--- config.mk ---
export PLATFORM = sky130hd
export DESIGN_NAME = qb4_sched
export DESIGN_NICKNAME = d
export VERILOG_FILES = /design/src/rtl/qb4_pkg.sv /design/src/rtl/qb4_issue.sv /design/src/rtl/qb4_wpath.sv /design/src/rtl/qb4_rpath.sv /design/src/rtl/qb4_sched.sv
export SDC_FILE = /design/constraint.sdc
export NUM_CORES = 1
export LEC_CHECK = 0
export BUFFER_PORTS_ARGS = -buffer_cell sky130_fd_sc_hd__clkbuf_2
export CAP_MARGIN = 20
export CORE_MARGIN = 4
export CORE_UTILIZATION = 30
export DETAILED_ROUTE_END_ITERATION = 6
export PLACE_DENSITY = 0.55
export SYNTH_ARGS = -nofsm -noshare
export SYNTH_HDL_FRONTEND = slang
export SYNTH_SLANG_ARGS = --single-unit
--- constraint.sdc ---
create_clock -name clk -period 4.35 [get_ports clk]
set_clock_uncertainty 0.05 [all_clocks]
set_input_delay 0.87 -clock clk [delete_from_list [all_inputs] [get_ports clk]]
set_output_delay 0.87 -clock clk [all_outputs]
set_load 0.02 [all_outputs]
--- src/rtl/qb4_pkg.sv ---
package qb4_pkg;
  // Encoding of the read/write select pin
  localparam logic RW_WR = 1'b0;
  localparam logic RW_RD = 1'b1;
  // Beats moved per command and beats carried per clock
  localparam int BEATS      = 4;
  localparam int BEAT_PAIRS = BEATS / 2;
endpackage

--- src/rtl/qb4_issue.sv ---
module qb4_issue
  import qb4_pkg::*;
#(
  parameter int AW     = 20,
  parameter int RD_LAT = 2
) (
  input  logic          clk,
  input  logic          rst,
  input  logic          req_valid,
  input  logic          req_write,
  input  logic [AW-1:0] req_addr,
  output logic          req_ready,
  output logic          wr_take,
  output logic          issue_rd,
  output logic          mem_ld_n,
  output logic          mem_rw_n,
  output logic [AW-1:0] mem_addr
);
  // Writes stay blocked from the read command cycle until the read data
  // has left the bus and one idle cycle has passed.
  localparam int TA_SPAN = RD_LAT + 1;
  localparam int TW      = $clog2(TA_SPAN + 1);

  logic          cmd_q;
  logic [TW-1:0] ta_cnt;
  logic          wr_blocked;
  logic          take;

  assign wr_blocked = (ta_cnt != '0);
  assign req_ready  = !rst && !cmd_q && !(req_write && wr_blocked);
  assign take       = req_valid && req_ready;
  assign wr_take    = take && req_write;
  assign issue_rd   = cmd_q && (mem_rw_n == RW_RD);

  always_ff @(posedge clk) begin
    if (rst) begin
      cmd_q    <= 1'b0;
      mem_ld_n <= 1'b1;
      mem_rw_n <= RW_RD;
      mem_addr <= '0;
      ta_cnt   <= '0;
    end else begin
      cmd_q    <= take;
      mem_ld_n <= !take;
      if (take) begin
        mem_rw_n <= req_write ? RW_WR : RW_RD;
        mem_addr <= req_addr;
      end else begin
        mem_rw_n <= RW_RD;
      end
      if (take && !req_write)
        ta_cnt <= TW'(TA_SPAN);
      else if (wr_blocked)
        ta_cnt <= ta_cnt - 1'b1;
    end
  end
endmodule

--- src/rtl/qb4_wpath.sv ---
module qb4_wpath
  import qb4_pkg::*;
#(
  parameter int DW = 18
) (
  input  logic                 clk,
  input  logic                 rst,
  input  logic                 wr_take,
  input  logic [BEATS*DW-1:0]  req_wdata,
  output logic [2*DW-1:0]      mem_wdata,
  output logic                 mem_wdata_oe
);
  localparam int PW = 2 * DW;
  localparam int BW = BEATS * DW;

  logic [BW-1:0]         wbuf;
  logic [BEAT_PAIRS-1:0] slot;   // slot[k]: pair k goes out at the next edge

  // Holding register without reset, so it maps onto plain fabric flops.
  always_ff @(posedge clk) begin
    if (wr_take) wbuf <= req_wdata;
  end

  always_ff @(posedge clk) begin
    if (rst) begin
      slot         <= '0;
      mem_wdata    <= '0;
      mem_wdata_oe <= 1'b0;
    end else begin
      slot         <= {slot[BEAT_PAIRS-2:0], wr_take};
      mem_wdata_oe <= |slot;
      if (slot[0])
        mem_wdata <= wbuf[PW-1:0];
      else if (slot[1])
        mem_wdata <= wbuf[BW-1:PW];
      else
        mem_wdata <= '0;
    end
  end
endmodule

--- src/rtl/qb4_rpath.sv ---
module qb4_rpath #(
  parameter int DW     = 18,
  parameter int RD_LAT = 2
) (
  input  logic            clk,
  input  logic            rst,
  input  logic            issue_rd,
  input  logic [2*DW-1:0] mem_rdata,
  output logic            rd_valid,
  output logic [2*DW-1:0] rd_data
);
  localparam int DEPTH = RD_LAT + 1;

  // tag[k] is high k cycles after a read command cycle
  logic [DEPTH:1] tag;
  logic           capture;

  always_ff @(posedge clk) begin
    if (rst) tag <= '0;
    else     tag <= {tag[DEPTH-1:1], issue_rd};
  end

  assign capture = tag[RD_LAT] | tag[RD_LAT + 1];

  always_ff @(posedge clk) begin
    if (rst) begin
      rd_valid <= 1'b0;
      rd_data  <= '0;
    end else begin
      rd_valid <= capture;
      if (capture) rd_data <= mem_rdata;
    end
  end
endmodule

--- src/rtl/qb4_sched.sv ---
module qb4_sched
  import qb4_pkg::*;
#(
  parameter int DW     = 18,
  parameter int AW     = 20,
  parameter int RD_LAT = 2
) (
  input  logic                clk,
  input  logic                rst,
  input  logic                req_valid,
  output logic                req_ready,
  input  logic                req_write,
  input  logic [AW-1:0]       req_addr,
  input  logic [BEATS*DW-1:0] req_wdata,
  output logic                rd_valid,
  output logic [2*DW-1:0]     rd_data,
  output logic                mem_ld_n,
  output logic                mem_rw_n,
  output logic [AW-1:0]       mem_addr,
  output logic [2*DW-1:0]     mem_wdata,
  output logic                mem_wdata_oe,
  input  logic [2*DW-1:0]     mem_rdata
);
  logic wr_take;
  logic issue_rd;

  qb4_issue #(.AW(AW), .RD_LAT(RD_LAT)) u_issue (
    .clk       (clk),
    .rst       (rst),
    .req_valid (req_valid),
    .req_write (req_write),
    .req_addr  (req_addr),
    .req_ready (req_ready),
    .wr_take   (wr_take),
    .issue_rd  (issue_rd),
    .mem_ld_n  (mem_ld_n),
    .mem_rw_n  (mem_rw_n),
    .mem_addr  (mem_addr)
  );

  qb4_wpath #(.DW(DW)) u_wpath (
    .clk          (clk),
    .rst          (rst),
    .wr_take      (wr_take),
    .req_wdata    (req_wdata),
    .mem_wdata    (mem_wdata),
    .mem_wdata_oe (mem_wdata_oe)
  );

  qb4_rpath #(.DW(DW), .RD_LAT(RD_LAT)) u_rpath (
    .clk       (clk),
    .rst       (rst),
    .issue_rd  (issue_rd),
    .mem_rdata (mem_rdata),
    .rd_valid  (rd_valid),
    .rd_data   (rd_data)
  );
endmodule

==> metrics.yaml, run 1 <==
detailed_routing:
  routed_wl_um: 13000
  drt-wirelength-per-cell_um: 15.0
  first_pass_detailed_route_iteration_total: 4
  first_iter_violations: 184
  remaining_number_of_nets_flagged_by_the_antenna_check_after_routing: 0
  vias: 3822
  drt_drc_violations_left: 0
  post_drt_via_cell_ratio: 4.42
worst_setup_path:
  cp_cell_sequence: "clkbuf_2 > buf_4 > nor3_1 > clkbuf_2"
  critical_path.slowest_cell: "sky130_fd_sc_hd__buf_4"
  worstSetupPathType: "in -> out"
  crit_fanout: 48
  critPathCaptureType: "primary output"
  worstPathRequired_ns: 3.43
  crit_path_frequent_cell: "sky130_fd_sc_hd__clkbuf_2"
  worstPathBufferInverterCount: 3
  cp.arrival_ns: 1.71
  kind_of_cell_adding_the_most_delay_to_the_critical_path: "buffers and inverters"
  slowest_delay_ns: 0.44
  setup.worst_path.start_class: "input pin"
yosys:
  proportion_of_register_bits_with_asynchronous_set_or_reset_after_synthesis_pct: 0
  synthTopCellsByArea: "sky130_fd_sc_hd__edfxtp_1 39%, sky130_fd_sc_hd__dfxtp_1 37%, sky130_fd_sc_hd__a22o_1 8.6%"
  synth_enable_flop_cells: 72
  synth.cell_area_mm2: 0.00559
  register_area_share_after_synthesis_pct: 75.9
  syn_inst: 393
  synth_most_common_cell: "sky130_fd_sc_hd__dfxtp_1"
  yosys_warnings: 0
  top_cells_by_instance_count_after_synthesis: "104 x sky130_fd_sc_hd__dfxtp_1, 73 x sky130_fd_sc_hd__nand2_1, 72 x sky130_fd_sc_hd__edfxtp_1"
  synth.top_cell.area_share_pct: 38.7
  ys_seq_elements: 176
  postSynth.topFlopCell: "sky130_fd_sc_hd__dfxtp_1"
  largest_area_contributor_in_the_netlist: "sky130_fd_sc_hd__edfxtp_1"
  yosysUniqueCellTypes: 27
  synth_nets: 526
  syn_area_per_cell_um2: 14.2
floorplan:
  die-width_um: 145
  start_util_pct: 30.8
  die_area_mm2: 0.0209
  std_cell_rows: 49
  floorplan.io_pins: 229
  chipHeight_um: 145
  core_mm2: 0.0181
global_route:
  maximum_number_of_pins_on_one_net_before_global_route_repair: 73
  groute.usage.overall_pct: 12.2
  number_of_global_route_vias_before_repair: 3834
  globalRoute.totalOverflow: 0
  wire_length_of_the_first_global_routing_pass_um: 19600
  antenna_found_initial: 0
clock_tree:
  clkLatencyLatePin_ns: 0.42
  tritoncts_clock_tree: "built"
  postCtsResizedCells: 0
  cts_buffer_depth: 2
  cts_inserted_buffers: 17
  clock_sinks: 176
  clk_pin_slew_ns: 0.06
  htree_num_levels: 4
  clk_root_buffer_cell: "sky130_fd_sc_hd__clkbuf_16"
  cts.repair_timing.setup_buffer_count: 0
  cts_hold_buffers: 0
sta:
  setup_tns_ns: 0
  timing.slew.headroom_pct: 35.8
  grt_setup_unrepaired: "false"
  tightestPinTransition_ns: 0.964
  finalCritPeriodShare_pct: 60.5
  max_freq_ghz: 0.380
  hold_viol: 0
  fin_crit_ns: 2.63
  setup_viol: 0
  timing.final.max_slew_violations: 0
final_layout:
  insertedDiodeCount: 0
  fill_cells: 1717
  finish.net_count: 756
  share_of_post_route_cells_with_drive_strength_above_1_pct: 43.1
  area_growth_syn_to_layout_pct: 33.8
placed_design:
  globalplace.congestion: 0.788
  dp.final_hpwl_um: 9350
  port_buffers: 228
min_path:
  hold_path_class: "reg -> reg"
power:
  design_power_total_uw: 3720
  cellPowerDensity_mw_per_mm2: 497
  cellLeakagePower_uw: 0.00315
  max-vdd-ir-drop_v: 0.000280
status:
  status: "completed"
run:
  drv_cap: 0
kinds of logic (layout without fill, tap and decap cells):
logic type / Yosys count / count (layout) / synth area share [%]
compound gates: 96 / 96 / 12.5
xor+xnor: 1 / 1 / 0.157
fa+ha+maj: 1 / 1 / 0.224
buf+inv: 25 / 268 / 3.36
flops: 176 / 176 / 75.9
mux: 1 / 1 / 0.201
simple gates: 93 / 93 / 7.68
power breakdown:
part	switching (µW)	internal, µW	total, µW
clock network	664	805	1470
registers	41.9	1820	1860
logic	228	158	386
total	933	2790	3720
final timing paths:
check	slack [ns]	startpoint	endpoint	depth (start not counted)
min	0.40	u_rpath.tag[1]$_SDFF_PP0_	u_rpath.tag[2]$_SDFF_PP0_	1
min reg2reg	0.40	u_rpath.tag[1]$_SDFF_PP0_	u_rpath.tag[2]$_SDFF_PP0_	1
max	1.72	rst	req_ready	4
max reg2reg	1.90	u_issue.ta_cnt[0]$_SDFFE_PP0P_	u_wpath.wbuf[46]$_DFFE_PP_	6
sequential cells by signal, summed over array words and instances (netlist names):
register,flops
u_issue.cmd_q,1
u_issue.mem_addr,20
u_issue.mem_ld_n,1
u_issue.mem_rw_n,1
u_issue.ta_cnt,2
u_rpath.rd_data,36
u_rpath.rd_valid,1
u_rpath.tag,3
u_wpath.mem_wdata,36
u_wpath.mem_wdata_oe,1
u_wpath.slot,2
u_wpath.wbuf,72
routing by layer:
metal | vias up | wire length [µm] | GRT usage [%]
met5 | - | 0 | 0
met4 | 0 | 186 | 4.57
met3 | 13 | 1030 | 4.27
met2 | 151 | 6670 | 21.5
met1 | 1789 | 5130 | 13.7
li1 | 1869 | - | -
metrics by stage:
step / cell area [µm²] / util [%] / cells / worst slack [ns] / hold WS [ns]
floorplan: 5590 / - / 393 / 0.736 / 0.364
global placement: 6880 / 37.9 / 832 / 1.51 / 0.372
detailed placement: 6880 / 37.9 / 832 / 1.47 / 0.379
CTS: 7450 / 41.1 / 864 / 1.69 / 0.398
global route: 7480 / 41.2 / 865 / 1.60 / 0.408
finish: 7480 / 41.2 / 865 / 1.72 / 0.395
cells in the final DEF (no fill, tap or decap), types with 2 or more instances in the layout:
| master | Yosys | layout |
|---|---|---|
| sky130_fd_sc_hd__nand2b_1 | 3 | 3 |
| sky130_fd_sc_hd__nor2_1 | 3 | 3 |
| sky130_fd_sc_hd__clkbuf_2 | 0 | 228 |
| sky130_fd_sc_hd__inv_6 | 0 | 6 |
| sky130_fd_sc_hd__nor2b_1 | 3 | 2 |
| sky130_fd_sc_hd__nor2b_4 | 2 | 3 |
| sky130_fd_sc_hd__nand2_1 | 73 | 73 |
| sky130_fd_sc_hd__clkinvlp_4 | 0 | 5 |
| sky130_fd_sc_hd__a22o_1 | 55 | 55 |
| sky130_fd_sc_hd__inv_8 | 0 | 2 |
| sky130_fd_sc_hd__edfxtp_1 | 72 | 72 |
| sky130_fd_sc_hd__buf_4 | 0 | 4 |
| sky130_fd_sc_hd__a21oi_1 | 39 | 39 |
| sky130_fd_sc_hd__clkbuf_16 | 0 | 17 |
| sky130_fd_sc_hd__dfxtp_1 | 104 | 104 |
| sky130_fd_sc_hd__inv_1 | 2 | 2 |
layout make-up:
class	instances	area, µm²	area share [%]
sequential	176	4240	56.7
clock buffer	17	425	5.69
clock inverter	15	146	1.96
tap	229	287	3.83
inverter	3	11.3	0.151
timing repair buffer	233	1200	16.0
multi-input combinational	192	1170	15.6
No activity file was read; power rests on OpenSTA's default activity.
==> run 2, diff against run 1 <==
PLACE_DENSITY = 0.57   (was 0.55)
clock period = 2.3 ns   (was 4.35 ns; I/O delays follow)
==> run 2 against run 1 <==
Effect of this change: global-route usage rose by 0.12 points; critical endpoint unchanged; highest routed layer unchanged; critical path type is now reg -> out; die area did not move; sequential share of layout area fell by 0.37 points; worst hold slack got worse by 0.24 ns; flip-flop and latch count did not move.
==> metrics.yaml, run 2 (synthesis gave the netlist of run 1 again) <==
final_layout:
  largest_register_ffs: 72  # unchanged
  largestRegisters: "u_wpath.wbuf: 72 flops, u_rpath.rd_data: 36 flops, u_wpath.mem_wdata: 36 flops"
  fill_cells: 1739  # +1.3%
  finish.net_count: 759  # +0.40%
  insertedDiodeCount: 0  # unchanged
  layout.cells.most_common_list: "228 x sky130_fd_sc_hd__clkbuf_2, 104 x sky130_fd_sc_hd__dfxtp_1, 73 x sky130_fd_sc_hd__nand2_1"
  final_cell_area_mm2: 0.00753  # +0.65%
  register_with_the_most_flip_flops: "u_wpath.wbuf"
  commonest_non_fill_non_tap_cell_in_the_layout: "sky130_fd_sc_hd__clkbuf_2"
  layout.cells.non_filler: 868  # +0.35%
  share_of_post_route_cells_with_drive_strength_above_1_pct: 43.5  # +0.42 points
  area_growth_syn_to_layout_pct: 34.7
global_route:
  globalRoute.totalOverflow: 0  # unchanged
  antenna_found_initial: 0  # unchanged
  maximum_number_of_pins_on_one_net_before_global_route_repair: 72  # -1.4%
  wire_length_of_the_first_global_routing_pass_um: 20000  # +1.9%
  number_of_global_route_vias_before_repair: 3964  # +3.4%
  groute.usage.overall_pct: 12.4  # +0.12 points
worst_setup_path:
  worstPathRequired_ns: 1.79  # -1.64 ns
  setup.worst_path.start_class: "flip-flop"
  cp.arrival_ns: 1.59  # -0.12 ns
  startpoint: "u_issue.ta_cnt[1]$_SDFFE_PP0P_"
  regToRegStartpoint: "u_issue.ta_cnt[1]$_SDFFE_PP0P_"
  cp_cell_sequence: "inv_1 > ha_1 > nor2b_4 > nor3_1 > clkbuf_2"
  critical_path.slowest_cell: "sky130_fd_sc_hd__dfxtp_1"
  r2r_end: "u_wpath.wbuf[27]$_DFFE_PP_"
  critPathCaptureType: "primary output"
  slowest_delay_ns: 0.31  # -0.13 ns
  worstSetupPathType: "reg -> out"
  crit_fanout: 4  # -92%
  r2r.worst_path.cells: 6  # unchanged
  r2r_slack_ns: 0.45  # -1.45 ns
clock_tree:
  postCtsResizedCells: 0  # unchanged
  cts_buffer_depth: 2  # unchanged
  cts.repair_timing.setup_buffer_count: 0  # unchanged
  clk_root_buffer_cell: "sky130_fd_sc_hd__clkbuf_16"
  cts_inserted_buffers: 17  # unchanged
  htree_num_levels: 4  # unchanged
  cts_hold_buffers: 0  # unchanged
  clock_sinks: 176  # unchanged
  tritoncts_clock_tree: "built"
  clk_pin_slew_ns: 0.07  # about the same
  clkLatencyLatePin_ns: 0.42  # about the same
status:
  status: "completed"
sta:
  grt_setup_unrepaired: "false"
  fin_crit_ns: 2.10
  max_freq_ghz: 0.476
  timing.final.max_slew_violations: 0  # unchanged
  setup_tns_ns: 0  # unchanged
  tightestPinTransition_ns: 0.490  # -0.474 ns
  finalCritPeriodShare_pct: 91.4
  setup_viol: 0  # unchanged
  timing.slew.headroom_pct: 67.3  # +32 points
  hold_viol: 0  # unchanged
  timing.hold.ws_ns: 0.158  # -0.237 ns
detailed_routing:
  drt_drc_violations_left: 0  # unchanged
  remaining_number_of_nets_flagged_by_the_antenna_check_after_routing: 0  # unchanged
  first_iter_violations: 177  # -3.8%
  post_drt_via_cell_ratio: 4.41  # -0.27%
  routed_wl_um: 13000  # -0.38%
  first_pass_detailed_route_iteration_total: 4  # unchanged
  vias: 3825  # +0.078%
  drt-wirelength-per-cell_um: 14.9  # -0.72%
power:
  cellLeakagePower_uw: 0.00318  # +0.94%
  max-vdd-ir-drop_v: 0.000480  # +71%
  cellPowerDensity_mw_per_mm2: 946  # +90%
floorplan:
  floorplan.io_pins: 229  # unchanged
  die_area_mm2: 0.0209  # unchanged
  core_mm2: 0.0181  # unchanged
  start_util_pct: 30.8  # unchanged
  die-width_um: 145  # unchanged
  chipHeight_um: 145  # unchanged
  std_cell_rows: 49  # unchanged
placed_design:
  dpl_cell_area_mm2: 0.00694  # +0.80%
  globalplace.congestion: 0.790  # +0.27%
  port_buffers: 228  # unchanged
  dpl.cell_count: 836  # +0.48%
  dp.final_hpwl_um: 9290  # -0.74%
run:
  drv_cap: 0  # unchanged
min_path:
  min_path_cells: 1  # unchanged
  whs_endpoint: "u_wpath.wbuf[21]$_DFFE_PP_"
  hold_path_class: "in -> reg"
  hold_path.startpoint: "req_wdata[21]"
==> run 2: cell count changes in the layout (fill, tap and decap cells not counted) <==
cell / change
sky130_fd_sc_hd__buf_16: -1
sky130_fd_sc_hd__clkinvlp_4: -1
sky130_fd_sc_hd__buf_12: +2
sky130_fd_sc_hd__clkinv_1: -1
sky130_fd_sc_hd__buf_4: +2
sky130_fd_sc_hd__inv_8: +3
sky130_fd_sc_hd__inv_6: -2
sky130_fd_sc_hd__clkinv_8: +1
==> run 2: through the flow <==
step	total power (µW)	setup WS, ns	util (%)
floorplan	4040	0.180	-
global placement	4320	0.458	38.2
detailed placement	4330	0.411	38.2
CTS	7230	0.159	41.5
global route	7420	0.0402	41.5
finish	7120	0.197	41.5
==> run 2: worst max-delay path by stage <==
| stage | to | slack, ns | cells past startpoint |
|---|---|---|---|
| 2_1_floorplan | u_wpath.wbuf[0]$_DFFE_PP_ | 0.18 | 6 |
| 4_1_cts | req_ready | 0.16 | 5 |
| 3_3_place_gp | u_wpath.wbuf[27]$_DFFE_PP_ | 0.46 | 5 |
| 6_report | req_ready | 0.20 | 5 |
| 3_5_place_dp | u_wpath.wbuf[65]$_DFFE_PP_ | 0.41 | 5 |
| 5_1_grt | req_ready | 0.04 | 5 |
==> run 2: critical path: cells and delay by family, from the launching register on <==
family	cells	cell delay (ns)
buffers and inverters	2	0.30
adders and majority gates	1	0.26
and+or+nand+nor	2	0.31
DFF	1	0.31
==> run 2: power by group <==
part	total [µW]	switching, µW	internal, µW
clock	2870	1320	1550
combinational	732	428	303
sequential	3520	76.9	3440
total	7120	1820	5300
==> run 2: area by class of cell <==
| class | count | area [µm²] | area share, % |
|---|---|---|---|
| Sequential cell | 176 | 4240 | 56.4 |
| Timing Repair Buffer | 236 | 1230 | 16.3 |
| Multi-Input combinational cell | 192 | 1170 | 15.5 |
| Clock buffer | 17 | 425 | 5.65 |
| Tap cell | 229 | 287 | 3.80 |
| Clock inverter | 15 | 168 | 2.23 |
| Inverter | 3 | 11.3 | 0.150 |
==> run 2: metal layers <==
metal | track usage [%] | up-vias | routed length (µm)
met1 | 15.5 | 1751 | 5740
met2 | 19.4 | 179 | 5820
met3 | 5.32 | 15 | 1270
li1 | - | 1880 | -
met4 | 3.83 | 0 | 146
met5 | 0 | - | 0
==> run 3, diff against run 2 <==
PLACE_DENSITY = default   (was 0.57)
PLACE_DENSITY_LB_ADDON = 0.12   (was default)
==> run 3 against run 2 <==
Effect of this change: total power increased by 0.36%; count of clock-buffer cells in the layout increased by 3; maximum frequency grew 3.4%; wire length rose by 0.57%; combinational power fell by 0.5%; critical path type unchanged; sequential power hardly changed.
==> metrics.yaml, run 3 (synthesis gave the netlist of run 1 again) <==
sta:
  setup_slack_ns: 0.266  # +0.0690 ns
  finalCritPeriodShare_pct: 88.4  # -3.0 points
  setup_tns_ns: 0  # unchanged
  timing.slew.headroom_pct: 65.3  # -2.0 points
  grt_setup_unrepaired: "false"
  tightestPinTransition_ns: 0.519  # +0.0293 ns
  fin_crit_ns: 2.03  # -0.0690 ns
  max_freq_ghz: 0.492  # +3.4%
  setup_viol: 0  # unchanged
  hold_viol: 0  # unchanged
  timing.final.max_slew_violations: 0  # unchanged
floorplan:
  core_mm2: 0.0181  # unchanged
  chipHeight_um: 145  # unchanged
  std_cell_rows: 49  # unchanged
  die_area_mm2: 0.0209  # unchanged
  die-width_um: 145  # unchanged
  start_util_pct: 30.8  # unchanged
  floorplan.io_pins: 229  # unchanged
global_route:
  globalRoute.totalOverflow: 0  # unchanged
  groute.usage.overall_pct: 12.2  # -0.17 points
  antenna_found_initial: 0  # unchanged
  number_of_global_route_vias_before_repair: 3850  # -2.9%
  wire_length_of_the_first_global_routing_pass_um: 19600  # -1.7%
  maximum_number_of_pins_on_one_net_before_global_route_repair: 73  # +1.4%
placed_design:
  globalplace.congestion: 0.748  # -5.3%
  place_worst_setup_slack_ns: 0.396  # -0.0156 ns
  dp.final_hpwl_um: 9130  # -1.7%
  dpl_cell_area_mm2: 0.00694  # about the same
  port_buffers: 228  # unchanged
final_layout:
  insertedDiodeCount: 0  # unchanged
  largest_register_ffs: 72  # unchanged
  finish.net_count: 761  # +0.26%
  largestRegisters: "u_wpath.wbuf: 72 flops, u_rpath.rd_data: 36 flops, u_wpath.mem_wdata: 36 flops"
  register_with_the_most_flip_flops: "u_wpath.wbuf"
  area_growth_syn_to_layout_pct: 34.8  # about the same
  commonest_non_fill_non_tap_cell_in_the_layout: "sky130_fd_sc_hd__clkbuf_2"
  layout.cells.most_common_list: "228 x sky130_fd_sc_hd__clkbuf_2, 104 x sky130_fd_sc_hd__dfxtp_1, 73 x sky130_fd_sc_hd__nand2_1"
  share_of_post_route_cells_with_drive_strength_above_1_pct: 43.4  # -0.14 points
  layout.core_utilization_pct: 41.5  # about the same
  final_cell_area_mm2: 0.00753  # about the same
worst_setup_path:
  worstSetupPathType: "reg -> out"
  cp.arrival_ns: 1.52  # -0.07 ns
  critPathCaptureType: "primary output"
  worstPathRequired_ns: 1.79  # about the same
  setup.worst_path.start_class: "flip-flop"
  crit_fanout: 4  # unchanged
clock_tree:
  postCtsResizedCells: 0  # unchanged
  clk_pin_slew_ns: 0.07  # about the same
  cts.repair_timing.setup_buffer_count: 0  # unchanged
  clk_root_buffer_cell: "sky130_fd_sc_hd__clkbuf_16"
  clock_sinks: 176  # unchanged
  clkLatencyLatePin_ns: 0.41  # about the same
  cts_buffer_depth: 2  # unchanged
  cts_inserted_buffers: 17  # unchanged
  htree_num_levels: 4  # unchanged
  cts_hold_buffers: 0  # unchanged
  tritoncts_clock_tree: "built"
power:
  clockPowerShare_pct: 40.6  # +0.3 points
  p_int_uw: 5410  # +2.1%
  sw_frac_of_total_pct: 24.3  # -1.3 points
  power.sequential.fraction_pct: 49.2  # -0.3 points
  cellLeakagePower_uw: 0.00320  # +0.59%
  max-vdd-ir-drop_v: 0.000483  # +0.74%
  combinational_share_of_power_pct: 10.2  # about the same
  netSwitchingPower_uw: 1740  # -4.8%
  cellPowerDensity_mw_per_mm2: 948  # +0.31%
  design_power_total_uw: 7150  # +0.36%
detailed_routing:
  drt-wirelength-per-cell_um: 15.0  # +0.34%
  remaining_number_of_nets_flagged_by_the_antenna_check_after_routing: 0  # unchanged
  routed_wl_um: 13000  # +0.57%
  post_drt_via_cell_ratio: 4.38  # -0.62%
  drt_drc_violations_left: 0  # unchanged
  vias: 3810  # -0.39%
  first_iter_violations: 167  # -5.6%
  first_pass_detailed_route_iteration_total: 4  # unchanged
min_path:
  hold_path_class: "in -> reg"
status:
  status: "completed"
run:
  drv_cap: 0  # unchanged
## run 3: worst max-delay path: stages (launching register included)
cell	delay, ns
sky130_fd_sc_hd__dfxtp_1	0.32
sky130_fd_sc_hd__inv_1	0.05
sky130_fd_sc_hd__ha_1	0.26
sky130_fd_sc_hd__nor2b_4	0.08
sky130_fd_sc_hd__nor3_1	0.19
sky130_fd_sc_hd__clkbuf_2	0.22
## run 3: power groups by stage
stage                     combinational [µW]  clock, µW  sequential, µW
after floorplan                          338          0            3700
after global placement                   733          0            3590
after detailed placement                 741          0            3590
after CTS                                743       2990            3520
after global routing                     800       3140            3530
final                                    728       2900            3520
## run 3: cell type report
class	count	area [µm²]
sequential	176	4240
timing repair buffer	238	1230
inverter	3	11.3
clock inverter	12	148
multi-input combinational	192	1170
fill	1728	10600
tap	229	287
clock buffer	20	447
## run 3: metrics by stage
step                hold WS [ns]  std cells
floorplan                  0.364        393
global placement           0.368        838
detailed placement         0.381        838
CTS                        0.140        870
global route               0.138        870
finish                     0.165        870
## run 3: per-layer routing
metal,routed length (µm),vias up,global-route usage (%)
li1,-,1877,-
met1,5510,1769,15.3
met2,6240,150,19.4
met3,1050,14,4.23
met4,235,0,4.66
met5,0,-,0
## run 3: worst paths after layout
path	to	cells after the start	slack [ns]	from
setup / recovery	req_ready	5	0.27	u_issue.ta_cnt[0]$_SDFFE_PP0P_
hold / removal	u_wpath.wbuf[13]$_DFFE_PP_	1	0.16	req_wdata[13]
setup reg to reg	u_wpath.wbuf[27]$_DFFE_PP_	6	0.46	u_issue.ta_cnt[0]$_SDFFE_PP0P_
hold reg to reg	u_rpath.tag[2]$_SDFF_PP0_	1	0.39	u_rpath.tag[1]$_SDFF_PP0_
